$ cat config.mk
export PLATFORM = sky130hd
export DESIGN_NAME = interval_timer_ch
export DESIGN_NICKNAME = d
export VERILOG_FILES = /design/src/rtl/interval_timer_ch.sv
export SDC_FILE = /design/constraint.sdc
export NUM_CORES = 1
export LEC_CHECK = 0
export ABC_AREA = 1
export BUFFER_PORTS_ARGS = -buffer_cell sky130_fd_sc_hd__clkbuf_2
export CAP_MARGIN = 0
export CORE_MARGIN = 2
export CORE_UTILIZATION = 45
export CTS_CLUSTER_DIAMETER = 150
export CTS_CLUSTER_SIZE = 8
export DETAILED_ROUTE_END_ITERATION = 10
export GPL_TIMING_DRIVEN = 0
export MAX_ROUTING_LAYER = met4
export PLACE_DENSITY = 0.71
export SYNTH_ARGS = -nofsm -noshare
export SYNTH_HDL_FRONTEND = slang
export SYNTH_SLANG_ARGS = --single-unit
$ cat constraint.sdc
create_clock -name clk -period 4.9 [get_ports clk]
set_clock_uncertainty 0.05 [all_clocks]
set_input_delay 0.735 -clock clk [delete_from_list [all_inputs] [get_ports clk]]
set_output_delay 0.735 -clock clk [all_outputs]
set_load 0.005 [all_outputs]
$ cat src/rtl/interval_timer_ch.sv
module interval_timer_ch (
  input  logic       clk,
  input  logic       rst,
  input  logic       tick,
  input  logic       ctrl_wr,
  input  logic [7:0] ctrl_data,
  input  logic       cnt_wr,
  input  logic [7:0] wr_data,
  input  logic       cnt_rd,
  output logic [7:0] rd_data,
  output logic       out_level,
  output logic       expire_pulse,
  output logic       cfg_err
);
  localparam logic [1:0] ACC_LATCH = 2'b00;
  localparam logic [1:0] ACC_LOHI  = 2'b11;

  logic [15:0] cnt, period, latch_val;
  logic [2:0]  mode;
  logic        armed, latch_on, rd_hi, wr_hi;

  wire [1:0]  acc       = ctrl_data[5:4];
  wire [2:0]  new_mode  = ctrl_data[3:1];
  wire        mode_ok   = (new_mode == 3'd0) || (new_mode == 3'd2) || (new_mode == 3'd3);
  wire        cfg_bad   = (acc != ACC_LOHI) || ctrl_data[0] || !mode_ok;
  wire        latch_cmd = ctrl_wr && (acc == ACC_LATCH);
  wire        cfg_cmd   = ctrl_wr && (acc != ACC_LATCH);
  wire        periodic  = (mode == 3'd2) || (mode == 3'd3);
  wire [15:0] new_cnt   = {wr_data, cnt[7:0]};
  wire [15:0] new_per   = periodic ? new_cnt - 16'd1 : new_cnt;
  wire        expire    = tick && armed && !cnt_wr && (cnt == 16'd1);
  wire [15:0] rd_src    = latch_on ? latch_val : cnt;

  assign rd_data = rd_hi ? rd_src[15:8] : rd_src[7:0];

  always_ff @(posedge clk) begin
    if (rst) begin
      cnt <= '0; period <= '0; latch_val <= '0; mode <= '0;
      armed <= 1'b0; latch_on <= 1'b0; rd_hi <= 1'b0; wr_hi <= 1'b0;
      out_level <= 1'b0; expire_pulse <= 1'b0; cfg_err <= 1'b0;
    end else begin
      expire_pulse <= expire && periodic;

      if (cnt_wr) begin
        if (!wr_hi) begin
          cnt[7:0]  <= wr_data;
          armed     <= 1'b0;
          out_level <= 1'b0;
          wr_hi     <= 1'b1;
        end else begin
          wr_hi  <= 1'b0;
          period <= new_per;
          if (new_cnt != 16'd0 && new_per != 16'd0) begin
            armed <= 1'b1;
            cnt   <= new_per;
          end else begin
            cnt   <= new_cnt;
          end
        end
      end else if (expire) begin
        if (periodic) cnt <= period;
        else begin
          cnt       <= '0;
          armed     <= 1'b0;
          out_level <= 1'b1;
        end
      end else if (tick && armed) begin
        cnt <= cnt - 16'd1;
      end

      if (cfg_cmd) begin
        if (cfg_bad) cfg_err <= 1'b1;
        else         mode    <= new_mode;
      end

      if (latch_cmd && !latch_on) begin
        latch_on  <= 1'b1;
        latch_val <= cnt;
        rd_hi     <= 1'b0;
      end else if (cnt_rd) begin
        if (latch_on && rd_hi) latch_on <= 1'b0;
        rd_hi <= !rd_hi;
      end
    end
  end


  p_err_sticky_r2: assert property (@(posedge clk) disable iff (rst)
    cfg_err |=> cfg_err);

  p_latch_hold_r3: assert property (@(posedge clk) disable iff (rst)
    latch_on |=> (!latch_on || $stable(latch_val)));

  p_low_write_r5: assert property (@(posedge clk) disable iff (rst)
    (cnt_wr && !wr_hi) |=> (!armed && !out_level));

  p_arm_on_high_r6: assert property (@(posedge clk) disable iff (rst)
    $rose(armed) |-> $past(cnt_wr && wr_hi));

  p_armed_nonzero_r7: assert property (@(posedge clk) disable iff (rst)
    armed |-> (cnt != 16'd0));

  p_out_hold_r8: assert property (@(posedge clk) disable iff (rst)
    (out_level && !(cnt_wr && !wr_hi)) |=> out_level);

  p_pulse_low_r9: assert property (@(posedge clk) disable iff (rst)
    expire_pulse |-> !out_level);
endmodule

==> results of run 1 <==
[final cells by class]
| class | instances | share of cell area, % |
|---|---|---|
| Clock inverter | 3 | 1.006 |
| Multi-Input combinational cell | 425 | 51.57 |
| Sequential cell | 57 | 28.68 |
| Timing Repair Buffer | 30 | 3.774 |
| Inverter | 56 | 5.283 |
| Tap cell | 102 | 3.208 |
| Buffer | 20 | 2.579 |
| Clock buffer | 12 | 3.899 |
[stage by stage]
stage | power (mW) | cell area [um^2] | utilization, % | worst slack, ps | hold slack (ps)
after detailed placement | 0.7765 | 3784 | 49.48 | 2025 | 402.3
after global routing | 1.282 | 3979 | 52.03 | 1761 | 433.1
final | 1.231 | 3979 | 52.03 | 1986 | 416.2
after global placement | 0.7739 | 3784 | 49.48 | 2051 | 393.5
after CTS | 1.227 | 3979 | 52.03 | 2024 | 416.1
after floorplan | 0.6908 | 3506 | - | 2582 | 379.7
[worst min-delay path, stage by stage, from the launching register on]
cell and delay, ps:
dfxtp_1 310, nand2_1 60, a21oi_1 50
[sequential cells by signal, indices dropped and copies added, names as in the netlist]
signal and flops:
rd_hi 1, mode 2, expire_pulse 1, latch_on 1, cnt 16, cfg_err 1
out_level 1, period 16, latch_val 16, armed 1, wr_hi 1
[report_power, final]
part | internal (mW) | leakage (nW) | switching [mW]
clock | 0.258 | 0.102 | 0.198
sequential | 0.484 | 0.465 | 0.0234
combinational | 0.0855 | 1.16 | 0.181
[path summary, 6_finish.rpt]
| kind | end | cells past startpoint | start | slack (ps) |
|---|---|---|---|---|
| worst min register to register | latch_val[7]$_SDFFE_PP0P_ | 2 | latch_val[7]$_SDFFE_PP0P_ | 420 |
| worst min-delay path | latch_val[7]$_SDFFE_PP0P_ | 2 | latch_val[7]$_SDFFE_PP0P_ | 420 |
| worst max register to register | cnt[7]$_SDFFE_PP0P_ | 18 | cnt[1]$_SDFFE_PP0P_ | 2200 |
| worst max-delay path | rd_data[5] | 6 | latch_on$_SDFFE_PP0P_ | 1990 |
[synth_stat cells (all sizes together) (7+ instances only)]
cell / count / area, um^2
nor3: 8 / 40.04
dfxtp: 57 / 1141
clkbuf: 13 / 48.80
a221oi: 8 / 70.07
nor2: 81 / 331.6
nand3: 51 / 287.8
inv: 54 / 202.7
buf: 7 / 53.80
a21oi: 51 / 255.2
xor2: 7 / 61.31
nand2: 146 / 594.3
o21ai: 53 / 265.3
[layer usage]
layer / vias to the layer above / share of wire (%) / GRT usage (%)
met2: 177 / 47 / 44.73
li1: 1912 / - / -
met5: - / 0 / -
met1: 1814 / 43 / 34.96
met3: 29 / 7.5 / 5.998
met4: 0 / 2.5 / 12.69
[cell families (layout without fill, tap and decap cells)]
kind of cell	after synthesis	after routing	synth area share (%)
buf+inv	76	121	8.922
fa+ha+maj	2	2	0.7137
compound gates	124	124	19.20
xor+xnor	7	7	1.749
flops	57	57	32.55
simple gates	292	292	36.87
==> impl_metrics.toml, run 1 <==
[sta]
totalNegativeSetupSlack_ps = 0
fin_crit_ps = 2914
max_slew_margin_pct = 54.17
worst_slew_pin_slew_ps = 687.5
hold_viol_final = 0
fmax_mhz = 343.1
rsz0062_at_grt = "false"
slew_viol_final = 0
period_share_pct = 59.48
setup_viol = 0

[layout]
syn_to_final_growth_pct = 13.49
multiInputGateArea_um2 = 2052
fin_nets = 623
final_cell_mix = "nand2_1 (137), nor2_1 (74), dfxtp_1 (57)"
layout_commonest_cell = "nand2_1"
drive_gt1_share_pct = 11.94
layoutNonFillerInstCount = 705
nFillCells = 778
register_area_um2 = 1141
diodes = 0

[route]
viasPerCell = 5.577
wire_per_inst_um = 16.33
drtIter0Drc = 363
drt_wl_total_um = 11520
drc = 0
vias = 3932
dr.pass1.iters = 7
antenna_left = 0

[setup_path]
cp-start-kind = "flop"
path_max_fanout = 10
required_ps = 4120
cp_cell_sequence = "clkbuf_1 -> clkinv_1 -> clkbuf_1 -> o21ai_0 -> o21ai_0 -> clkbuf_2"
slowest_delay_ps = 330
cp-end-kind = "primary output"
crit_family = "buffers and inverters"
cp_num_buf_inv = 4
crit_slowest_cell = "clkbuf_1"
path_class = "reg2out"
worstPathArrival_ps = 2130

[synthesis]
yosys_warnings = 0
synth-seq-cells = 57
synth_nets = 582
synth_edf_count = 0
ys_types = 35
syn_avg_cell_area_um2 = 6.283
yosysSeqAreaShare_pct = 32.55
synthCells = 558
syn-cell-area_um2 = 3506
ys_async_sr_fraction_pct = 0
yosys_most_used_dff = "dfxtp_1"

[pwr]
p_per_area_nw_per_um2 = 309.3
vdd_drop_max_mv = 0.1599
leakagePower_nw = 1.728

[clock_tree]
cts_made_buffers = 9
root_buffer = "clkbuf_8"
htreeDepth = 3
cts_tree = "built"
path_clk_slew_ps = 70
cts.hold.buffers_added = 0
postCtsResizedCells = 0
ctsLongestPathBuffers = 2
cts_sinks = 57
cts_setup_buffers = 0
clock_latency_ps = 350

[floorplanning]
pin_count = 33
die-width_um = 92.27
start_util_pct = 45.84
fp.coreArea_um2 = 7647
die_h_um = 92.27
rows = 32
dieArea_um2 = 8513

[placed_design]
numPortBuffers = 30
dpl.cell_count = 690
dpl.hpwl_um = 8500
gp_congestion = 0.9959

[global_route]
grt_first_pass_wirelength_um = 17890
grtUsageTotal_pct = 28.34
grt_pass1_vias = 3581
antenna_found_initial = 0
overflow = 0
grt_max_degree = 11

[status]
status = "complete, no violations"

[flow_run]
maxCapViolations = 0

[min_path]
hp-class = "reg2reg"
(Power assumes the default switching activity.)
==> inputs of run 2 (changes only) <==
Settings changed: PLACE_DENSITY 0.71 to 0.74.
Clock period 4.9 ns to 2.36 ns, I/O delays scaled along.
==> impl_metrics.toml, run 2 (synthesis results as in run 1) <==
[setup_path]
required_ps = 2560
cp_num_buf_inv = 2
path_class = "reg2reg"
crit_slowest_cell = "dfxtp_1"
cp_num_cells = 16
reg2reg_to = "cnt[7]$_SDFFE_PP0P_"
cp-start-kind = "flop"
slowest_delay_ps = 360
rrSetupSlack_ps = 80
r2r_start = "mode[1]$_SDFFE_PP0P_"
r2r_cells = 16
cp-end-kind = "flop"
cpMostUsedCell = "nand2_1"
cp_cell_sequence = "inv_1 -> nor2_2 -> nand3_1 -> o21ai_1 -> nand2_1 -> nor2_2 -> nand2_1 -> nor2_2 -> nand3_4 -> nand2_8 -> nand2_4 -> nand2_8 -> buf_12 -> nand2_1 -> nand2_1 -> nor2_1"
path_max_fanout = 10
worstPathArrival_ps = 2480
crit_family = "simple AND/OR/NAND/NOR gates"

[min_path]
hp-class = "in2reg"
whs_endpoint = "mode[1]$_SDFFE_PP0P_"
min-delay-start = "ctrl_data[2]"
hold_depth = 3

[layout]
layout_commonest_cell = "nand2_1"
syn_to_final_growth_pct = 20.59
layoutNonFillerInstCount = 715
diodes = 0
largestRegisters = "cnt: 16 flops, latch_val: 16 flops, period: 16 flops"
nFillCells = 773
register_area_um2 = 1156
drive_gt1_share_pct = 18.43
fin_nets = 632
final_cell_mix = "nand2_1 (133), nor2_1 (65), inv_1 (52)"
multiInputGateArea_um2 = 2148

[placed_design]
gp_congestion = 0.9665
numPortBuffers = 30
dp_slack_ps = -284.8
dpl.hpwl_um = 8279
dpl.cell_count = 690

[flow_run]
maxCapViolations = 0

[global_route]
grt_first_pass_wirelength_um = 17930
grt_pass1_vias = 3604
overflow = 0
grt_util_met1_pct = 35.75
grt_max_degree = 11
gr-usage-met3_pct = 5.341
met2_usage_pct = 42.28
gr-max-usage-layer = "met2"
antenna_found_initial = 0
grtUsageTotal_pct = 27.99

[sta]
worst_slew_pin_slew_ps = 630.6
max_slew_margin_pct = 57.96
hold_viol_final = 0
period_share_pct = 96.58
fin_crit_ps = 2279
layout_setup_ws_ps = 80.69
fmax_mhz = 438.7
setup_viol = 0
slew_viol_final = 0

[route]
drt_wl_total_um = 11430
dr.pass1.iters = 5
antenna_left = 0
vias = 4087
wire_per_inst_um = 15.99
viasPerCell = 5.716
drc = 0
drtIter0Drc = 443

[floorplanning]
rows = 32
dieArea_um2 = 8513
die-width_um = 92.27
die_h_um = 92.27
start_util_pct = 45.84
fp.coreArea_um2 = 7647
pin_count = 33

[clock_tree]
cts_sinks = 57
htreeDepth = 3
root_buffer = "clkbuf_8"
clock_latency_ps = 350
cts_made_buffers = 9
cts_tree = "built"
ctsLongestPathBuffers = 2
path_clk_slew_ps = 70

[pwr]
p_per_area_nw_per_um2 = 668.9
power.switching_mw = 0.8831
p_seq_share_pct = 37.5
power.share.combinational_pct = 21.3
p_int_mw = 1.945
clockPowerShare_pct = 41.2
switching_share_pct = 31.22
vdd_drop_max_mv = 0.2923
leakagePower_nw = 1.819

[status]
status = "complete, no violations"
-- run 2: changes by cell type in the layout (fill, tap and decap cells not counted), sizes merged --
cell	before	now
buf	7	17
bufinv	1	3
clkinvlp	0	1
clkinv	4	3
clkbuf	55	53
-- run 2: final cells by class --
| class | instances | share of cell area, % |
|---|---|---|
| plain buffers | 19 | 2.634 |
| clock buffers | 11 | 3.344 |
| clock inverters | 5 | 2.427 |
| inverters | 56 | 5.090 |
| multi-input cells | 425 | 50.81 |
| flip-flops and latches | 57 | 27.35 |
| well taps | 102 | 3.019 |
| repair buffers | 40 | 5.327 |
-- run 2: timing repair --
| action | 4_1_cts | 5_1_grt |
|---|---|---|
| setup buffers | 3 | 7 |
| hold buffers | 0 | 0 |
| setup endpoints to repair | 22 | 12 |
| gates resized for setup | 12 | 38 |
| pin swaps | 2 | 4 |
| gates cloned | 0 | 0 |
| hold endpoints to repair | 0 | 0 |
-- run 2: worst reg2reg max path: cells and delay by family, from the launching register on --
kind,cells,cell delay (ps)
compound gates,1,170
buf+inv,2,190
flops,1,360
simple gates,13,1410
-- run 2: worst max path at each step --
stage	from	end	slack, ps
floorplan	cnt[0]$_SDFFE_PP0P_	cnt[7]$_SDFFE_PP0P_	200
global placement	cnt[0]$_SDFFE_PP0P_	cnt[7]$_SDFFE_PP0P_	-270
detailed placement	cnt[0]$_SDFFE_PP0P_	cnt[7]$_SDFFE_PP0P_	-280
CTS	mode[2]$_SDFFE_PP0P_	cnt[7]$_SDFFE_PP0P_	1
global route	cnt[5]$_SDFFE_PP0P_	cnt[6]$_SDFFE_PP0P_	-20
finish	mode[1]$_SDFFE_PP0P_	cnt[7]$_SDFFE_PP0P_	80
-- run 2: power groups by stage --
stage | logic, mW | registers (mW) | clock network [mW]
2_1_floorplan | 0.378 | 1.06 | 0
3_3_place_gp | 0.528 | 1.07 | 0
3_5_place_dp | 0.533 | 1.08 | 0
4_1_cts | 0.551 | 1.06 | 1.16
5_1_grt | 0.661 | 1.07 | 1.21
6_report | 0.603 | 1.06 | 1.16
-- run 2: metrics by stage --
step / setup TNS (ps) / cell area [um^2] / utilization (%) / hold WS (ps) / power [mW]
final: 0 / 4228 / 55.28 / 195.7 / 2.828
after global routing: -46.05 / 4228 / 55.28 / 192.1 / 2.941
after CTS: 0 / 4079 / 53.34 / 189.8 / 2.770
after detailed placement: -2168 / 3784 / 49.48 / 405.4 / 1.609
after global placement: -2025 / 3784 / 49.48 / 393.2 / 1.602
after floorplan: 0 / 3506 / - / 379.7 / 1.434
-- run 2: per-layer routing --
layer,up-vias,share of wire [%]
li1,1944,-
met1,1883,41
met2,217,46
met3,43,9.0
met4,0,3.6
met5,-,0
